==> config.mk <==
export PLATFORM = sky130hd
export DESIGN_NAME = swdiv_chain
export DESIGN_NICKNAME = d
export VERILOG_FILES = /design/src/rtl/swdiv_pkg.sv /design/src/rtl/swdiv_main_path.sv /design/src/rtl/swdiv_ref_path.sv /design/src/rtl/swdiv_chain.sv
export SDC_FILE = /design/constraint.sdc
export NUM_CORES = 1
export LEC_CHECK = 0
export BUFFER_PORTS_ARGS = -buffer_cell sky130_fd_sc_hd__buf_2
export CAP_MARGIN = 20
export CORE_ASPECT_RATIO = 2
export CORE_MARGIN = 2
export CORE_UTILIZATION = 40
export CTS_CLUSTER_SIZE = 28
export DETAILED_ROUTE_END_ITERATION = 10
export HOLD_SLACK_MARGIN = 0.15
export MAX_ROUTING_LAYER = met4
export PLACE_DENSITY = 0.63
export SETUP_SLACK_MARGIN = 0.1
export SKIP_CTS_REPAIR_TIMING = 1
export SYNTH_ARGS = -nofsm -noshare
export SYNTH_HDL_FRONTEND = slang
export SYNTH_SLANG_ARGS = --single-unit
==> constraint.sdc <==
create_clock -name clk -period 1.6 [get_ports clk]
set_input_delay 0.16 -clock clk [delete_from_list [all_inputs] [get_ports clk]]
set_output_delay 0.16 -clock clk [all_outputs]
set_load 0.01 [all_outputs]
==> src/rtl/swdiv_pkg.sv <==
package swdiv_pkg;

    parameter int unsigned SWD_M_W     = 9;
    parameter int unsigned SWD_A_W     = 4;
    parameter int unsigned SWD_R_W     = 6;
    parameter int unsigned SWD_PRE_LOW = 10;

    typedef enum logic {
        DIV_DUAL   = 1'b0,
        DIV_DIRECT = 1'b1
    } div_mode_e;

endpackage

==> src/rtl/swdiv_main_path.sv <==
module swdiv_main_path
    import swdiv_pkg::*;
#(
    parameter int unsigned M_W     = SWD_M_W,
    parameter int unsigned A_W     = SWD_A_W,
    parameter int unsigned PRE_LOW = SWD_PRE_LOW
) (
    input  logic           clk,
    input  logic           rst_n,
    input  logic           tick_i,
    input  div_mode_e      mode_i,
    input  logic [M_W-1:0] m_i,
    input  logic [A_W-1:0] a_i,
    input  logic           en_i,
    output logic           term_o,
    output logic [M_W-1:0] main_left_o
);

    localparam int unsigned PRE_HIGH = PRE_LOW + 1;
    localparam int unsigned P_W      = $clog2(PRE_HIGH);
    localparam logic [P_W-1:0] PRE_LONG  = P_W'(PRE_HIGH - 1);
    localparam logic [P_W-1:0] PRE_SHORT = P_W'(PRE_LOW - 1);

    typedef struct packed {
        logic [P_W-1:0] pre;
        logic [M_W-1:0] main;
        logic [A_W-1:0] swal;
        div_mode_e      mode;
        logic           term;
    } main_st_t;

    main_st_t st_d, st_q;
    logic     pre_done;
    logic [A_W-1:0] swal_nx;

    always_comb begin
        st_d      = st_q;
        st_d.term = 1'b0;
        pre_done  = (st_q.mode == DIV_DIRECT) || (st_q.pre == '0);
        swal_nx   = (st_q.swal != '0) ? st_q.swal - 1'b1 : '0;
        if (tick_i) begin
            if (!pre_done) begin
                st_d.pre = st_q.pre - 1'b1;
            end else if (st_q.main == '0) begin
                st_d.term = en_i;
                st_d.main = m_i;
                st_d.swal = a_i;
                st_d.mode = mode_i;
                st_d.pre  = (a_i != '0) ? PRE_LONG : PRE_SHORT;
            end else begin
                st_d.main = st_q.main - 1'b1;
                st_d.swal = swal_nx;
                st_d.pre  = (swal_nx != '0) ? PRE_LONG : PRE_SHORT;
            end
        end
    end

    always_ff @(posedge clk) begin
        if (!rst_n) begin
            st_q <= '{pre: '0, main: '0, swal: '0, mode: DIV_DUAL, term: 1'b0};
        end else begin
            st_q <= st_d;
        end
    end

    assign term_o      = st_q.term;
    assign main_left_o = st_q.main;

endmodule

==> src/rtl/swdiv_ref_path.sv <==
module swdiv_ref_path
    import swdiv_pkg::*;
#(
    parameter int unsigned R_W = SWD_R_W
) (
    input  logic           clk,
    input  logic           rst_n,
    input  logic           tick_i,
    input  logic [R_W-1:0] r_i,
    input  logic           en_i,
    output logic           term_o,
    output logic [R_W-1:0] ref_left_o
);

    typedef struct packed {
        logic [R_W-1:0] cnt;
        logic           term;
    } ref_st_t;

    ref_st_t st_d, st_q;

    always_comb begin
        st_d      = st_q;
        st_d.term = 1'b0;
        if (tick_i) begin
            if (st_q.cnt == '0) begin
                st_d.term = en_i;
                st_d.cnt  = r_i;
            end else begin
                st_d.cnt  = st_q.cnt - 1'b1;
            end
        end
    end

    always_ff @(posedge clk) begin
        if (!rst_n) begin
            st_q <= '{cnt: '0, term: 1'b0};
        end else begin
            st_q <= st_d;
        end
    end

    assign term_o     = st_q.term;
    assign ref_left_o = st_q.cnt;

endmodule

==> src/rtl/swdiv_chain.sv <==
module swdiv_chain
    import swdiv_pkg::*;
#(
    parameter int unsigned M_W     = SWD_M_W,
    parameter int unsigned A_W     = SWD_A_W,
    parameter int unsigned R_W     = SWD_R_W,
    parameter int unsigned PRE_LOW = SWD_PRE_LOW
) (
    input  logic           clk,
    input  logic           rst_n,
    input  logic           vco_tick,
    input  logic           ref_tick,
    input  logic           dual_mod_en_n,
    input  logic [M_W-1:0] m_val,
    input  logic [A_W-1:0] a_val,
    input  logic [R_W-1:0] r_val,
    input  logic           fp_en,
    input  logic           fc_en,
    output logic           fp_pulse,
    output logic           fc_pulse
);

    logic [M_W-1:0] main_left;
    logic [R_W-1:0] ref_left;
    div_mode_e      mode_sel;

    assign mode_sel = dual_mod_en_n ? DIV_DIRECT : DIV_DUAL;

    swdiv_main_path #(
        .M_W     (M_W),
        .A_W     (A_W),
        .PRE_LOW (PRE_LOW)
    ) u_main (
        .clk         (clk),
        .rst_n       (rst_n),
        .tick_i      (vco_tick),
        .mode_i      (mode_sel),
        .m_i         (m_val),
        .a_i         (a_val),
        .en_i        (fp_en),
        .term_o      (fp_pulse),
        .main_left_o (main_left)
    );

    swdiv_ref_path #(
        .R_W (R_W)
    ) u_ref (
        .clk        (clk),
        .rst_n      (rst_n),
        .tick_i     (ref_tick),
        .r_i        (r_val),
        .en_i       (fc_en),
        .term_o     (fc_pulse),
        .ref_left_o (ref_left)
    );

endmodule

==> results.cfg <==
[outcome]
outcome = finished, violations left
failed_checks = negative setup slack

[place]
hpwl_mm = 3.74
place_congestion = 0.930
placed_cells = 296
port_buffers = 27

[flow_run]
maxCapViolations = 0

[pwr]
p_leak_nw = 0.976
p_per_area_mw_per_mm2 = 2410
fin_total_pwr_mw = 5.58
vdd_drop_max_mv = 1.17

[critical_path]
crit_fanout = 5
crit_slowest_cell = or4b_4
crit_type = flip-flop to flip-flop
cp_slowest_stage_delay_ns = 0.55
cp.required_ns = 1.77
cp_top_family = simple AND/OR/NAND/NOR gates
crit_chain = inv_2 -> ha_4 -> or4b_4 -> nor2_8 -> nor4_1 -> o31a_1
cp-start-kind = flip-flop
crit_arrival_ns = 1.86
cp_num_buf_inv = 1
crit_path_end_kind = flip-flop

[die]
rows = 32
coreArea_mm2 = 0.00380
start_util_pct = 41.4
die_x_um = 48.4
io_pins = 28
dieArea_mm2 = 0.00448
die_h_um = 92.7

[layout]
diodes = 0
instances_no_fill = 309
drive_gt1_share_pct = 45.7
final_cell_mix = 40 x buf_4, 27 x buf_2, 20 x dfxtp_1, 16 x a21oi_1, 15 x nand2_1
fillCellCount = 354
finish.utilization_pct = 60.9
areaGrowthSynthToFinish_pct = 47.1
final_common_cell = buf_4
nets = 291

[clock_network]
numCtsBuffers = 3
clkTransAtPathRegs_ns = 0.09
cts-htree-levels = 1
cts_tree = done
cts_root_buf = clkbuf_8
clk_path_buf_depth = 2
clock_latency_ns = 0.27
numClockSinks = 26

[global_route]
grt_pass1_vias = 1802
antenna_found_initial = 0
groute.usage.overall_pct = 23.3
overflow = 0
grt_pass1_wl_mm = 7.89
grt_max_degree = 16

[timing]
fin_skew_ns = 0.00681
worstMarginPinSlew_ns = 0.514
setup_viol = 16
slew_viol_final = 0
grt_setup_unrepaired = yes
hold_slack_ns = 0.137
max_slew_margin_pct = 65.7
fmax_mhz = 591
layout_setup_ws_ns = -0.0931
period_minus_slack_ns = 1.69
fin_crit_sh_pct = 106
hold_violations = 0

[yosys]
synth_nets = 219
syn_inst = 188
ys_warn_count = 0
syn_area_per_cell_um2 = 8.37
synth_edf_count = 0
synth_area_mm2 = 0.00157
synth.area.top_cells = dfxtp_1 33%, a21oi_1 5.7%, nand3_1 4.1%
synthFlopType = dfxtp_1
yosys.area.top_type = dfxtp_1
synth-seq-area-share_pct = 33.1
async_flop_share_pct = 0
synth_cell_types = 49
ys_ff_latch = 26
synth_top_area_share_pct = 33.1

[routing]
drt_iter0_drc = 67
drc_errors = 0
routed_via_density = 5.88
postRouteAntennaNets = 0
num_vias = 1816
post_drt_wl_per_cell_um = 16.9
dr.pass1.iters = 4
wl_mm = 5.22

[hold_path]
hold_path.class = primary input to flip-flop
[area by class of cell]
cell class	count	area [um^2]	share of cell area [%]
repair buffers	74	512	22.1
clock buffers	3	41.3	1.78
inverters	11	41.3	1.78
multi-input cells	144	1130	48.8
well taps	51	63.8	2.76
flip-flops and latches	26	528	22.8
[power breakdown]
| group | leakage [nW] | internal [mW] | switching, mW |
|---|---|---|---|
| registers | 0.215 | 0.870 | 0.271 |
| clock network | 0.0216 | 0.169 | 0.202 |
| logic | 0.740 | 2.04 | 2.03 |
| total | 0.976 | 3.08 | 2.50 |
[stage by stage]
step	setup slack, ns	instance area (um^2)	setup TNS [ns]
floorplan	-0.0517	1610	-0.248
global placement	-0.112	2040	-1.02
detailed placement	-0.177	2040	-1.57
CTS	-0.200	2080	-2.05
global route	-0.195	2320	-1.92
finish	-0.0931	2320	-0.803
[worst paths after layout]
kind         cells after the start               endpoint                  start  slack, ns
min reg2reg                      2         u_main.st_q[4]         u_main.st_q[4]       0.53
max                              6         u_main.st_q[3]  u_main.main_left_o[1]      -0.09
max reg2reg                      6         u_main.st_q[3]  u_main.main_left_o[1]      -0.09
min                              3  u_main.main_left_o[0]               m_val[0]       0.14
[worst min-delay path, delay by kind of cell]
kind	cells	cell delay, ns
buffers and inverters	1	0.09
AO/OA/AOI/OAI	1	0.06
AND/OR/NAND/NOR	1	0.05
[state kept, by name, indices dropped and copies added, names as in the netlist]
register            flops
u_main.st_q             9
u_ref.ref_left_o        6
u_ref.term_o            1
u_main.main_left_o      9
u_main.term_o           1
[metal layers]
metal  GRT usage [%]  up-vias  wire (um)
li1                -      866          -
met3            3.39       28        216
met5               -        -          0
met4            16.2        0        357
met1            19.9      856       1810
met2            44.9       66       2830
[logic make-up (layout without fill, tap and decap cells)]
| group | after synthesis | after routing | synth area share [%] |
|---|---|---|---|
| xor gates and xnor gates | 1 | 1 | 0.557 |
| buffers and inverters | 20 | 88 | 5.88 |
| and+or+nand+nor | 67 | 68 | 26.2 |
| AOI/OAI and AO/OA | 67 | 68 | 28.9 |
| muxes | 2 | 2 | 1.35 |
| adders and majority gates | 5 | 5 | 3.97 |
| DFF | 26 | 26 | 33.1 |
[cell usage after synthesis, types with 2 or more instances]
| master | count |
|---|---|
| nor2_1 | 9 |
| o21ai_0 | 11 |
| a31oi_1 | 4 |
| nor4_4 | 2 |
| o31a_1 | 2 |
| o21a_1 | 6 |
| a21oi_1 | 18 |
| nand3_1 | 13 |
| or4_1 | 2 |
| a211oi_1 | 4 |
| dfxtp_1 | 26 |
| buf_6 | 2 |
| o221a_2 | 3 |
| buf_2 | 2 |
| ha_1 | 5 |
| a21boi_0 | 2 |
| clkbuf_1 | 5 |
| inv_1 | 11 |
| and3_1 | 4 |
| nor3_1 | 5 |
| o211ai_1 | 3 |
| nand2_1 | 16 |
| o2111ai_1 | 2 |
| nor4_1 | 6 |
Note: power is estimated with default switching activity, not from simulation.
